`config.mk`:
```
export PLATFORM = sky130hd
export DESIGN_NAME = pin_bit_timer
export DESIGN_NICKNAME = d
export VERILOG_FILES = /design/src/rtl/pin_bit_timer_pkg.sv /design/src/rtl/pin_edge_sync.sv /design/src/rtl/frame_seq.sv /design/src/rtl/bit_down_counter.sv /design/src/rtl/pin_bit_timer.sv
export SDC_FILE = /design/constraint.sdc
export NUM_CORES = 1
export LEC_CHECK = 0
export CORE_UTILIZATION = 55
export CTS_CLUSTER_SIZE = 16
export DETAILED_ROUTE_END_ITERATION = 10
export DONT_BUFFER_PORTS = 1
export GPL_TIMING_DRIVEN = 1
export MAX_ROUTING_LAYER = met4
export PLACE_DENSITY = 0.81
export SLEW_MARGIN = 10
export SYNTH_ARGS = -nofsm -noshare
export SYNTH_HDL_FRONTEND = slang
export SYNTH_SLANG_ARGS = --single-unit
```
`constraint.sdc`:
```
create_clock -name clk -period 5.3 [get_ports clk]
set_input_delay 1.06 -clock clk [delete_from_list [all_inputs] [get_ports clk]]
set_output_delay 1.06 -clock clk [all_outputs]
set_load 0.005 [all_outputs]
```
`src/rtl/pin_bit_timer_pkg.sv`:
```
package pin_bit_timer_pkg;

  typedef enum logic [1:0] {
    PH_IDLE  = 2'd0,
    PH_START = 2'd1,
    PH_DATA  = 2'd2,
    PH_STOP  = 2'd3
  } phase_t;

  // Down-count step: reload the compare value on reaching zero.
  function automatic logic [15:0] next_count(input logic [15:0] cur,
                                             input logic [15:0] reload);
    return (cur == '0) ? reload : cur - 16'd1;
  endfunction

  // Phases that frame a word with a two-transition bit period.
  function automatic logic is_frame_bit(input phase_t ph);
    return (ph == PH_START) || (ph == PH_STOP);
  endfunction

endpackage

```
`src/rtl/pin_edge_sync.sv`:
```
module pin_edge_sync #(
  parameter int STAGES = 2
) (
  input  logic clk,
  input  logic rst_n,
  input  logic pin_async,
  output logic edge_evt
);
  logic [STAGES-1:0] chain_q;
  logic              prev_q;

  genvar g;
  generate
    for (g = 0; g < STAGES; g++) begin : g_stage
      if (g == 0) begin : g_first
        always_ff @(posedge clk or negedge rst_n)
          if (!rst_n) chain_q[0] <= 1'b0;
          else        chain_q[0] <= pin_async;
      end else begin : g_next
        always_ff @(posedge clk or negedge rst_n)
          if (!rst_n) chain_q[g] <= 1'b0;
          else        chain_q[g] <= chain_q[g-1];
      end
    end
  endgenerate

  always_ff @(posedge clk or negedge rst_n)
    if (!rst_n) prev_q <= 1'b0;
    else        prev_q <= chain_q[STAGES-1];

  assign edge_evt = chain_q[STAGES-1] ^ prev_q;
endmodule

```
`src/rtl/frame_seq.sv`:
```
module frame_seq
  import pin_bit_timer_pkg::*;
(
  input  logic   clk,
  input  logic   rst_n,
  input  logic   en,
  input  logic   edge_evt,
  input  logic   cnt_zero,
  output phase_t phase,
  output logic   load_cnt,
  output logic   cnt_edge,
  output logic   end_word
);
  phase_t phase_q;
  logic   half_q;
  logic   frame_edge;

  assign phase      = phase_q;
  assign cnt_edge   = en && edge_evt && (phase_q == PH_DATA);
  assign end_word   = cnt_edge && cnt_zero;
  assign frame_edge = en && edge_evt && is_frame_bit(phase_q);
  assign load_cnt   = frame_edge && half_q && (phase_q == PH_START);

  always_ff @(posedge clk or negedge rst_n) begin
    if (!rst_n) begin
      phase_q <= PH_IDLE;
      half_q  <= 1'b0;
    end else if (!en) begin
      phase_q <= PH_IDLE;
      half_q  <= 1'b0;
    end else begin
      case (phase_q)
        PH_IDLE: begin
          phase_q <= PH_START;
          half_q  <= 1'b0;
        end
        PH_DATA: begin
          if (end_word) phase_q <= PH_STOP;
        end
        default: begin
          if (frame_edge) begin
            if (half_q) begin
              phase_q <= (phase_q == PH_START) ? PH_DATA : PH_START;
              half_q  <= 1'b0;
            end else begin
              half_q  <= 1'b1;
            end
          end
        end
      endcase
    end
  end
endmodule

```
`src/rtl/bit_down_counter.sv`:
```
module bit_down_counter
  import pin_bit_timer_pkg::*;
#(
  parameter int CNT_W = 16
) (
  input  logic             clk,
  input  logic             rst_n,
  input  logic             clr,
  input  logic             load,
  input  logic             dec,
  input  logic [CNT_W-1:0] load_val,
  output logic [CNT_W-1:0] count,
  output logic             at_zero
);
  localparam int PAD_W = 16 - CNT_W;

  logic [CNT_W-1:0] cnt_q;
  logic [15:0]      step;

  generate
    if (PAD_W > 0) begin : g_pad
      logic [15:0] step_full;
      assign step_full = next_count({{PAD_W{1'b0}}, cnt_q},
                                    {{PAD_W{1'b0}}, load_val});
      assign step = step_full;
    end else begin : g_nopad
      assign step = next_count(cnt_q[15:0], load_val[15:0]);
    end
  endgenerate

  always_ff @(posedge clk or negedge rst_n) begin
    if (!rst_n)     cnt_q <= '0;
    else if (clr)   cnt_q <= '0;
    else if (load)  cnt_q <= load_val;
    else if (dec)   cnt_q <= step[CNT_W-1:0];
  end

  assign count   = cnt_q;
  assign at_zero = (cnt_q == '0);
endmodule

```
`src/rtl/pin_bit_timer.sv`:
```
module pin_bit_timer
  import pin_bit_timer_pkg::*;
#(
  parameter int CNT_W       = 16,
  parameter int SYNC_STAGES = 2
) (
  input  logic             clk,
  input  logic             rst_n,
  input  logic             master_en,
  input  logic             scl_inv_pin,
  input  logic [CNT_W-1:0] cmp_val,
  output logic             shift_clk,
  output logic             word_done,
  output logic             start_bit,
  output logic             stop_bit
);
  logic             edge_evt;
  logic             load_cnt;
  logic             cnt_edge;
  logic             end_word;
  logic             cnt_zero;
  logic [CNT_W-1:0] count;
  phase_t           phase;
  logic             sclk_q;
  logic             done_q;

  pin_edge_sync #(.STAGES(SYNC_STAGES)) i_sync (
    .clk       (clk),
    .rst_n     (rst_n),
    .pin_async (scl_inv_pin),
    .edge_evt  (edge_evt)
  );

  frame_seq i_seq (
    .clk      (clk),
    .rst_n    (rst_n),
    .en       (master_en),
    .edge_evt (edge_evt),
    .cnt_zero (cnt_zero),
    .phase    (phase),
    .load_cnt (load_cnt),
    .cnt_edge (cnt_edge),
    .end_word (end_word)
  );

  bit_down_counter #(.CNT_W(CNT_W)) i_cnt (
    .clk      (clk),
    .rst_n    (rst_n),
    .clr      (!master_en),
    .load     (load_cnt),
    .dec      (cnt_edge),
    .load_val (cmp_val),
    .count    (count),
    .at_zero  (cnt_zero)
  );

  always_ff @(posedge clk or negedge rst_n) begin
    if (!rst_n) begin
      sclk_q <= 1'b0;
      done_q <= 1'b0;
    end else if (!master_en) begin
      sclk_q <= 1'b0;
      done_q <= 1'b0;
    end else begin
      if (cnt_edge) sclk_q <= ~sclk_q;
      done_q <= end_word;
    end
  end

  assign shift_clk = sclk_q;
  assign word_done = done_q;
  assign start_bit = (phase == PH_START);
  assign stop_bit  = (phase == PH_STOP);
endmodule

```
# Yosys cells after proc, flatten, opt, wreduce, memory -nomap -nowiden
# Index checks and enable logic that the tools add are counted.
totals:
  latchBits: 0
  romBits: 0
  ramBits: 0
  ff_bits: 24
  in_bits: 20
  out_inout_bits: 4
  mem_count: 0
  wordCells: 49
classes:
  div: 0
  n_mul: 0
  reduce_logical: 11
  n_shift: 0
  magnitude_cmp: 0
  n_eq_ne: 10
  add_sub_neg: 1
  muxes: 17
  n_bitwise: 2
ops:
  columns: ["op", "n"]
  rows:
  - ["2-to-1 mux 16 bit", 4]
  - ["zero test 16 bit", 1]
  - ["subtractor 16 x 1 -> 16 bit, second input constant", 1]
  - ["2-to-1 mux 2 bit", 5]
  - ["inequality test 4 x 1 -> 1 bit, second input constant", 2]
  - ["logical AND 1 bit", 6]
  - ["2-to-1 mux 1 bit", 6]
  - ["inequality test 3 x 1 -> 1 bit, second input constant", 2]
  - ["equality test 2 bit, second input constant", 2]
  - ["case mux 2 bit (2 select lines)", 1]
  - ["inequality test 3 bit, second input constant", 1]
  - ["AND reduction 3 bit", 1]
  - ["equality test 2 x 1 -> 1 bit, second input constant", 1]
  - ["zero test 2 bit", 1]
  - ["inequality test 2 x 1 -> 1 bit, second input constant", 1]
  - ["inequality test 2 bit, second input constant", 1]
  - ["case mux 1 bit (2 select lines)", 1]
  - ["AND reduction 2 bit", 1]
  - ["logical OR 1 bit", 1]
  - ["inverter 1 bit", 1]
  - ["XOR 1 bit", 1]

# Depth between registers and ports, before layout
# Gate-level depths: netlist (run 1).
logic_depth:
  depth_word: 7
  depth_mapped: 9
  depth_no_buf: 7

# By module
# From an unflattened synthesis (run 1), not the netlist that was laid out.
unflattened:
  hier_cells: 197
  area_unflattened_um2: 1729.2
modules_own_cells:
  columns: ["mod", "seq_area_each_um2", "area_each_um2", "n_inst", "cells_per_inst"]
  rows:
  - ["bit_down_counter", 400.4, 1268.7, 1, 153]
  - ["frame_seq", 75.1, 291.5, 1, 32]
  - ["pin_bit_timer", 50.0, 85.1, 1, 8]
  - ["pin_edge_sync", 75.1, 83.8, 1, 4]

# Worst setup path before layout (run 1)
# Ideal clock, no wire load.
synth_path:
  path_kind: "input-to-reg"
  start: "input master_en"
  end: "register i_seq.phase_q[0] (netlist: i_seq.phase[0])"
  cell_stages: 6
  required_time_ps: 5179
  setup_ps: 121
  path_buffers: 1
  slack_ps: 2796
  arrival_ps: 2383
  path_cell_list: "clkbuf_1 or3b_2 a31oi_1 nor2_1 mux2_2 a22o_1"
synth_between:
  elab_chain_len: 5
  word_cells_on_any_way: 9
  classes_between: "3 x eq/ne; 1 x mux; 5 x reduce/logical"
synth_rtl:
  columns: ["element", "line_no", "text"]
  rows:
  - ["start, declared", "pin_bit_timer.sv:9", "input logic master_en,"]
  - ["logical AND 1 bit", "frame_seq.sv:19, frame_seq.sv:21", null]
  - ["logical AND 1 bit", "frame_seq.sv:19", "assign cnt_edge = en && edge_evt && (phase_q == PH_DATA);"]
  - ["logical AND 1 bit", "frame_seq.sv:20", "assign end_word = cnt_edge && cnt_zero;"]
  - ["inequality test 3 bit (no line)", null, null]
  - ["AND reduction 3 bit (no line)", null, null]
  - ["end signal, assigned", "frame_seq.sv:43", "phase_q <= (phase_q == PH_START) ? PH_DATA : PH_START;"]
  - ["end, declared", "frame_seq.sv:14", "phase_t phase_q;"]
# Parallel ways exist; a longest one is shown, timed or not.
# A chain may end at the register's enable or synchronous reset.

# Final worst setup path (run 1)
layout_path:
  start: "register i_cnt.cnt_q[0] (netlist: i_cnt.count[0])"
  end: "register i_cnt.cnt_q[5] (netlist: i_cnt.count[5])"
layout_between:
  elab_chain_len: 5
  word_cells_on_any_way: 6
  classes_between: "1 x add/sub; 4 x mux; 1 x reduce/logical"
layout_rtl:
  columns: ["element", "line_no", "text"]
  rows:
  - ["start, declared", "bit_down_counter.sv:17", "logic [CNT_W-1:0] cnt_q;"]
  - ["start signal, assigned", "bit_down_counter.sv:34", "else if (load) cnt_q <= load_val;"]
  - ["start signal, assigned", "bit_down_counter.sv:35", "else if (dec) cnt_q <= step[CNT_W-1:0];"]
  - ["subtractor 16 x 1 -> 16 bit / zero test 16 bit (equally long branches)", "pin_bit_timer_pkg.sv:13", "return (cur == '0) ? reload : cur - 16'd1;"]
  - ["2-to-1 mux 16 bit (*)", "pin_bit_timer_pkg.sv:13", null]
  - ["2-to-1 mux 16 bit (*)", "bit_down_counter.sv:35", null]
  - ["2-to-1 mux 16 bit (*)", "bit_down_counter.sv:34", null]
  - ["2-to-1 mux 16 bit (*)", "bit_down_counter.sv:33", "else if (clr) cnt_q <= '0;"]
# Every way passes the cells marked *; elsewhere a longest branch is shown, timed or not. The select of a mux whose other input is x is not followed.

==> metrics.txt, run 1 <==
# TYPE chip_impl_metric gauge
chip_impl_info{name="status",value="complete, no violations"} 1
chip_impl_metric{name="postSynthCellCount",unit=""} 183
chip_impl_info{name="yosys.area.top_type",value="sky130_fd_sc_hd__dfrtp_1"} 1
chip_impl_metric{name="fin_hold_ws",unit="ps"} 367
chip_impl_info{name="ys.flop_type",value="sky130_fd_sc_hd__dfrtp_1"} 1
chip_impl_metric{name="hold_viol_final",unit=""} 0
chip_impl_metric{name="n_antenna_cell",unit=""} 0
chip_impl_metric{name="yosysSeqAreaShare",unit="%"} 37.5
chip_impl_metric{name="edff_count_synth",unit=""} 0
chip_impl_metric{name="1st_iter_drt_viols",unit=""} 48
chip_impl_metric{name="floorplan.die_area",unit="sq um"} 3130
chip_impl_metric{name="nets",unit=""} 205
chip_impl_metric{name="timing_max_transition_violations_final",unit=""} 0
chip_impl_metric{name="tightestPinTransition",unit="ps"} 917
chip_impl_metric{name="postSynthNetCount",unit=""} 209
chip_impl_metric{name="fin_tns_setup",unit="ps"} 0
chip_impl_metric{name="cts_hold_repair.buffers",unit=""} 0
chip_impl_metric{name="ffs_latches_synth",unit=""} 24
chip_impl_metric{name="clkPwrFrac",unit="%"} 10.2
chip_impl_metric{name="global_route.usage.total",unit="%"} 25.4
chip_impl_metric{name="detail_route.drc_violations",unit=""} 0
chip_impl_metric{name="compound_gate_portion_of_the_synthesized_area",unit="%"} 18.4
chip_impl_metric{name="p_int",unit="W"} 0.000663
chip_impl_metric{name="wire_per_inst",unit="microns"} 16.7
chip_impl_metric{name="h-tree-depth",unit=""} 1
chip_impl_info{name="combinational_family_with_the_most_area_after_synthesis",value="simple AND/OR/NAND/NOR gates"} 1
chip_impl_metric{name="synth_top_area_share",unit="%"} 37.5
chip_impl_metric{name="power.density",unit="nW/um^2"} 797
chip_impl_metric{name="initial_utilization",unit="%"} 58.1
chip_impl_metric{name="finished_layout_cell_area",unit="sq um"} 1660
chip_impl_metric{name="io_pins",unit=""} 24
chip_impl_metric{name="antenna_violations_before_repair",unit=""} 0
chip_impl_info{name="min-delay-path-class",value="flip-flop to flip-flop"} 1
chip_impl_metric{name="syn2layout_area_growth",unit="%"} 3.67
chip_impl_metric{name="final-setup-viol-count",unit=""} 0
chip_impl_metric{name="n_fill_cell",unit=""} 244
chip_impl_metric{name="synth-xor-area-share",unit="%"} 1.09
chip_impl_metric{name="syn_avg_cell_area",unit="sq um"} 8.76
chip_impl_metric{name="seq_power_share",unit="%"} 21.8
chip_impl_metric{name="floorplan.rows",unit=""} 19
chip_impl_metric{name="postCtsSetupRepairBufs",unit=""} 0
chip_impl_metric{name="p_leak",unit="nW"} 0.755
chip_impl_metric{name="first_pass_iters",unit=""} 4
chip_impl_metric{name="globalplace.congestion",unit=""} 0.921
chip_impl_info{name="startpoint_type",value="flip-flop"} 1
chip_impl_metric{name="data_required_time_of_the_critical_path",unit="ps"} 5530
chip_impl_metric{name="placement.setup.worst_slack",unit="ps"} 2770
chip_impl_metric{name="synth.lib_cells_used.distinct",unit=""} 36
chip_impl_info{name="cts_tree",value="built"} 1
chip_impl_metric{name="final_core_util",unit="%"} 60.3
chip_impl_metric{name="pin_count_of_the_biggest_net_entering_global_routing",unit=""} 26
chip_impl_metric{name="comb_power_share",unit="%"} 68.0
chip_impl_metric{name="synth_adder_area_share",unit="%"} 4.68
chip_impl_metric{name="layout_setup_ws",unit="ps"} 2870
chip_impl_metric{name="buffers_on_ports",unit=""} 0
chip_impl_info{name="criticalPathCategory",value="flip-flop to flip-flop"} 1
chip_impl_metric{name="arrival_worst_endpoint",unit="ps"} 2660
chip_impl_metric{name="insertion_delay",unit="ps"} 330
chip_impl_metric{name="post_synthesis_instance_area",unit="sq um"} 1600
chip_impl_metric{name="critical_path_peak_fanout",unit=""} 22
chip_impl_metric{name="ys.warnings.count",unit=""} 0
chip_impl_metric{name="post_route_cells_drive_above_1_share",unit="%"} 8.43
chip_impl_metric{name="fin_worst_skew",unit="ps"} 9.34
chip_impl_metric{name="asyncSetResetFlopFracSynth",unit="%"} 100
chip_impl_metric{name="post-route-min-period",unit="ps"} 2430
chip_impl_metric{name="detail-route-antenna-nets",unit=""} 0
chip_impl_metric{name="drv.max_cap_violation_count",unit=""} 0
chip_impl_metric{name="dp_hpwl",unit="mm"} 2.45
chip_impl_metric{name="grt_first_pass_wirelength",unit="mm"} 6.17
chip_impl_metric{name="relSlewSlack",unit="%"} 38.9
chip_impl_info{name="rsz_0062_raised_after_global_routing",value="no"} 1
chip_impl_metric{name="numCtsBuffers",unit=""} 3
chip_impl_metric{name="die_w",unit="microns"} 56.0
chip_impl_metric{name="final.period_utilization",unit="%"} 45.9
chip_impl_info{name="ys_top_cells_by_area",value="sky130_fd_sc_hd__dfrtp_1 (37%), sky130_fd_sc_hd__mux2i_1 (6.2%), sky130_fd_sc_hd__nand2_1 (5.2%), sky130_fd_sc_hd__ha_1 (4.7%), sky130_fd_sc_hd__o21ai_0 (4.4%)"} 1
chip_impl_metric{name="clk_transition_reported_paths",unit="ps"} 140
chip_impl_metric{name="die_y",unit="microns"} 56.0
chip_impl_info{name="cts_root_buf",value="sky130_fd_sc_hd__clkbuf_4"} 1
chip_impl_metric{name="max-vdd-ir-drop",unit="mV"} 0.745
chip_impl_metric{name="core_area",unit="sq um"} 2760
chip_impl_metric{name="dr_total_vias",unit=""} 1372
chip_impl_metric{name="first_global_vias",unit=""} 1410
chip_impl_metric{name="placedInstanceArea",unit="sq um"} 1610
chip_impl_metric{name="synth-simple-area-share",unit="%"} 27.0
chip_impl_metric{name="ctsResizeCount",unit=""} 0
chip_impl_metric{name="synth.area.mux_share",unit="%"} 6.95
chip_impl_metric{name="clkSinkCount",unit=""} 24
chip_impl_metric{name="upper_clock_frequency_limit",unit="MHz"} 411
chip_impl_metric{name="global_route.overflow_total",unit=""} 0
chip_impl_metric{name="wirelength",unit="mm"} 3.50
chip_impl_metric{name="cts_buffer_depth",unit=""} 2
chip_impl_metric{name="p_sw",unit="W"} 0.000662
chip_impl_metric{name="viasPerCell",unit=""} 6.56
chip_impl_info{name="crit_path_end_kind",value="flip-flop"} 1
chip_impl_metric{name="netSwitchingFraction",unit="%"} 49.9
worst paths after layout:
kind                                   startpoint           endpoint  slack (ps)  cells past startpoint
worst max-delay path               i_cnt.count[0]     i_cnt.count[5]        2870                      7
worst min-delay path            i_sync.chain_q[0]  i_sync.chain_q[1]         370                      0
worst max register to register     i_cnt.count[0]     i_cnt.count[5]        2870                      7
worst min register to register  i_sync.chain_q[0]  i_sync.chain_q[1]         370                      0
max in group asynchronous                   rst_n  i_sync.chain_q[0]        4820                      0
min in group asynchronous                   rst_n     i_cnt.count[9]         400                      0
final cells by class:
class                   count  area, sq um  share of cell area, %
flip-flops and latches     24          601                   36.1
multi-input cells         141          932                   56.1
clock buffers               3         22.5                   1.36
well taps                  31         38.8                   2.33
clock inverters             1         30.0                   1.81
repair buffers              1         7.51                  0.452
inverters                   8         30.0                   1.81
logic make-up after synthesis:
kind of cell | Yosys count
buffers and inverters | 18
muxes | 11
and+or+nand+nor | 75
xor gates and xnor gates | 2
adders and majority gates | 6
AOI/OAI and AO/OA | 47
DFF | 24
per-layer routing:
metal | wire length, microns | vias to the layer above | global-route usage, %
met5 | 0 | - | -
met4 | 67 | 0 | 8.71
met3 | 138 | 9 | 4.19
met2 | 1700 | 30 | 41.7
met1 | 1600 | 667 | 32.1
li1 | - | 666 | -
worst max-delay path, cell delays in order, from the launching register on:
cell and delay (ps):
sky130_fd_sc_hd__dfrtp_1 460, sky130_fd_sc_hd__inv_1 110, sky130_fd_sc_hd__ha_1 200, sky130_fd_sc_hd__nor3b_1 140, sky130_fd_sc_hd__nand4_1 160, sky130_fd_sc_hd__and2_1 760
sky130_fd_sc_hd__mux2i_1 160, sky130_fd_sc_hd__a221oi_1 330
Yosys cell counts, drive strengths merged, types with 2 or more instances:
master and count:
a21oi 9, dfrtp 24, nand4b 2, nand4 2, a31oi 3, o31a 3
mux2i 10, a221oi 4, or3b 2, buf 2, nor4 7, ha 6
o22ai 6, nor2 7, nand2 22, or3 5, or2 2, nand3 9
and2 3, o21a 4, o21ai 14, nor3b 3, inv 8, nor3 5
clkbuf 8, and3 4, a21boi 2
power groups by stage:
stage | sequential (W) | clock [W] | combinational [W]
2_1_floorplan | 0.000276 | 0 | 0.000767
3_3_place_gp | 0.000286 | 0 | 0.000862
3_5_place_dp | 0.000291 | 0 | 0.000890
4_1_cts | 0.000288 | 0.000139 | 0.000893
5_1_grt | 0.000298 | 0.000146 | 0.000996
6_report | 0.000288 | 0.000136 | 0.000901
layout by cell type, fill, tap and decap left out, types with 5 or more instances in the layout:
cell                      instances
sky130_fd_sc_hd__mux2i_1         10
sky130_fd_sc_hd__ha_1             6
sky130_fd_sc_hd__inv_1            8
sky130_fd_sc_hd__o21ai_0         14
sky130_fd_sc_hd__nor4_1           5
sky130_fd_sc_hd__nand3_1          8
sky130_fd_sc_hd__dfrtp_1         24
sky130_fd_sc_hd__nor2_1           7
sky130_fd_sc_hd__nand2_1         22
sky130_fd_sc_hd__nor3_1           5
sky130_fd_sc_hd__or3_1            5
sky130_fd_sc_hd__a21oi_1          9
sky130_fd_sc_hd__o22ai_1          6
per-stage QoR:
stage          power (W)  std cells
6_report         0.00133        209
5_1_grt          0.00144        209
4_1_cts          0.00132        209
3_5_place_dp     0.00118        205
3_3_place_gp     0.00115        205
2_1_floorplan    0.00104        183
state kept, by name, indices dropped and copies added, names as in the netlist:
register	count
i_sync.prev_q	1
i_seq.half_q	1
i_sync.chain_q	2
word_done	1
i_cnt.count	16
i_seq.phase	2
shift_clk	1
Note: power is estimated with default switching activity, not from simulation.
==> inputs of run 2 (changes only) <==
clock period = 2.4 ns   (was 5.3 ns; I/O delays follow)
==> run 2 against run 1 <==
- register-to-register slack got worse by 2700 ps
- final cell count rose by 1.9%
- first-iteration DRC count rose by 100%
- clock-buffer cell count did not move
- flip-flop and latch count did not move
- worst hold slack got worse by 210 ps
- critical path type unchanged
==> metrics.txt, run 2 (synthesized netlist as in run 1, its figures left out) <==
# TYPE chip_impl_metric gauge
chip_impl_info{name="status",value="complete, no violations"} 1
chip_impl_metric{name="data_required_time_of_the_critical_path",unit="ps"} 2630
chip_impl_metric{name="initial_utilization",unit="%"} 58.1
chip_impl_metric{name="first_global_vias",unit=""} 1419
chip_impl_metric{name="clk_transition_reported_paths",unit="ps"} 140
chip_impl_metric{name="ctsResizeCount",unit=""} 0
chip_impl_info{name="criticalPathCategory",value="flip-flop to flip-flop"} 1
chip_impl_metric{name="relSlewSlack",unit="%"} 28.9
chip_impl_metric{name="global_route.usage.total",unit="%"} 25.4
chip_impl_metric{name="arrival_worst_endpoint",unit="ps"} 2440
chip_impl_metric{name="tightestPinTransition",unit="ps"} 1060
chip_impl_metric{name="detail_route.drc_violations",unit=""} 0
chip_impl_metric{name="worst_r2r_path_depth",unit=""} 7
chip_impl_metric{name="viasPerCell",unit=""} 6.63
chip_impl_metric{name="largest_register_ff_count",unit=""} 16
chip_impl_info{name="min_delay_worst_endpoint",value="i_sync.chain_q[0]"} 1
chip_impl_metric{name="n_antenna_cell",unit=""} 0
chip_impl_info{name="cts_tree",value="built"} 1
chip_impl_metric{name="nets",unit=""} 209
chip_impl_metric{name="final-setup-viol-count",unit=""} 0
chip_impl_metric{name="io_pins",unit=""} 24
chip_impl_info{name="min-delay-start",value="scl_inv_pin"} 1
chip_impl_info{name="rsz_0062_raised_after_global_routing",value="no"} 1
chip_impl_metric{name="layout_setup_ws",unit="ps"} 193
chip_impl_metric{name="hold_viol_final",unit=""} 0
chip_impl_metric{name="fin_tns_setup",unit="ps"} 0
chip_impl_metric{name="upper_clock_frequency_limit",unit="MHz"} 453
chip_impl_metric{name="antenna_violations_before_repair",unit=""} 0
chip_impl_metric{name="final_core_util",unit="%"} 61.4
chip_impl_info{name="most-common-layout-cells",value="sky130_fd_sc_hd__dfrtp_1 (24), sky130_fd_sc_hd__nand2_1 (22), sky130_fd_sc_hd__o21ai_0 (14)"} 1
chip_impl_metric{name="timing_max_transition_violations_final",unit=""} 0
chip_impl_metric{name="grt_first_pass_wirelength",unit="mm"} 6.24
chip_impl_metric{name="floorplan.rows",unit=""} 19
chip_impl_metric{name="buffers_on_ports",unit=""} 0
chip_impl_info{name="r2r_startpoint",value="i_seq.phase[0]"} 1
chip_impl_metric{name="postCtsSetupRepairBufs",unit=""} 0
chip_impl_metric{name="fin_worst_skew",unit="ps"} 8.20
chip_impl_info{name="layout_commonest_cell",value="sky130_fd_sc_hd__dfrtp_1"} 1
chip_impl_info{name="crit_path_end_kind",value="flip-flop"} 1
chip_impl_metric{name="post-route-min-period",unit="ps"} 2210
chip_impl_info{name="r2r-end",value="i_seq.phase[0]"} 1
chip_impl_metric{name="reg2reg_slack",unit="ps"} 190
chip_impl_info{name="startpoint_type",value="flip-flop"} 1
chip_impl_metric{name="numCtsBuffers",unit=""} 3
chip_impl_metric{name="post_route_cells_drive_above_1_share",unit="%"} 9.89
chip_impl_metric{name="clkSinkCount",unit=""} 24
chip_impl_metric{name="1st_iter_drt_viols",unit=""} 98
chip_impl_metric{name="die_y",unit="microns"} 56.0
chip_impl_metric{name="dp_hpwl",unit="mm"} 2.59
chip_impl_metric{name="core_area",unit="sq um"} 2760
chip_impl_metric{name="h-tree-depth",unit=""} 1
chip_impl_metric{name="drv.max_cap_violation_count",unit=""} 0
chip_impl_metric{name="finished_layout_cell_area",unit="sq um"} 1690
chip_impl_metric{name="placedInstanceArea",unit="sq um"} 1630
chip_impl_metric{name="die_w",unit="microns"} 56.0
chip_impl_metric{name="wire_per_inst",unit="microns"} 16.8
chip_impl_metric{name="wirelength",unit="mm"} 3.58
chip_impl_metric{name="syn2layout_area_growth",unit="%"} 5.70
chip_impl_metric{name="dr_total_vias",unit=""} 1412
chip_impl_metric{name="placement.setup.worst_slack",unit="ps"} 234
chip_impl_metric{name="critical_path_peak_fanout",unit=""} 9
chip_impl_info{name="cts_root_buf",value="sky130_fd_sc_hd__clkbuf_4"} 1
chip_impl_metric{name="globalplace.congestion",unit=""} 0.876
chip_impl_metric{name="insertion_delay",unit="ps"} 330
chip_impl_metric{name="global_route.overflow_total",unit=""} 0
chip_impl_metric{name="cts_buffer_depth",unit=""} 2
chip_impl_metric{name="detail-route-antenna-nets",unit=""} 0
chip_impl_metric{name="whs_path_depth",unit=""} 0
chip_impl_metric{name="pin_count_of_the_biggest_net_entering_global_routing",unit=""} 26
chip_impl_metric{name="floorplan.die_area",unit="sq um"} 3130
chip_impl_info{name="min-delay-path-class",value="input port to flip-flop"} 1
chip_impl_metric{name="first_pass_iters",unit=""} 4
chip_impl_metric{name="final.period_utilization",unit="%"} 92.0
run 2: layer usage:
metal	track usage [%]	up-vias	routed length [microns]
met2	40.0	66	1660
met5	-	-	0
met3	3.72	12	276
li1	-	669	-
met4	9.41	0	78
met1	33.6	665	1560
run 2: layout make-up:
cell class	count	area, sq um
inverters	8	30.0
multi-input cells	141	932
fillers	227	1060
clock buffers	3	22.5
flip-flops and latches	24	601
repair buffers	5	40.0
well taps	31	38.8
clock inverters	1	30.0
run 2: how the worst max path moves through the flow:
| stage | startpoint | end | slack (ps) |
|---|---|---|---|
| after floorplan | i_cnt.count[8] | i_seq.phase[0] | 280 |
| after global placement | i_seq.phase[0] | i_seq.phase[0] | 310 |
| after detailed placement | i_seq.phase[0] | i_seq.phase[0] | 230 |
| after CTS | i_seq.phase[0] | i_seq.phase[0] | 210 |
| after global routing | i_cnt.count[0] | i_cnt.count[8] | 30 |
| final | i_seq.phase[0] | i_seq.phase[0] | 190 |
run 2: timing repair:
| item | 4_1_cts | 5_1_grt |
|---|---|---|
| setup endpoints to repair | 0 | 0 |
| hold buffers | 1 | 0 |
| hold endpoints to repair | 24 | 0 |
run 2: metrics by stage:
step,instances,hold WS (ps)
floorplan,183,184
global placement,208,185
detailed placement,208,185
CTS,213,163
global route,213,138
finish,213,161
run 2: worst max-delay path, stage by stage (launching register included):
cell,delay (ps)
sky130_fd_sc_hd__dfrtp_1,440
sky130_fd_sc_hd__inv_1,80
sky130_fd_sc_hd__ha_1,300
sky130_fd_sc_hd__or3b_2,490
sky130_fd_sc_hd__a31oi_1,300
sky130_fd_sc_hd__nor2_1,60
sky130_fd_sc_hd__mux2_2,260
sky130_fd_sc_hd__a22o_1,180
Power of run 2 is left out: the tool's default activity adds up to more than one toggle a clock period on the data nets, which glitch-free logic cannot reach.
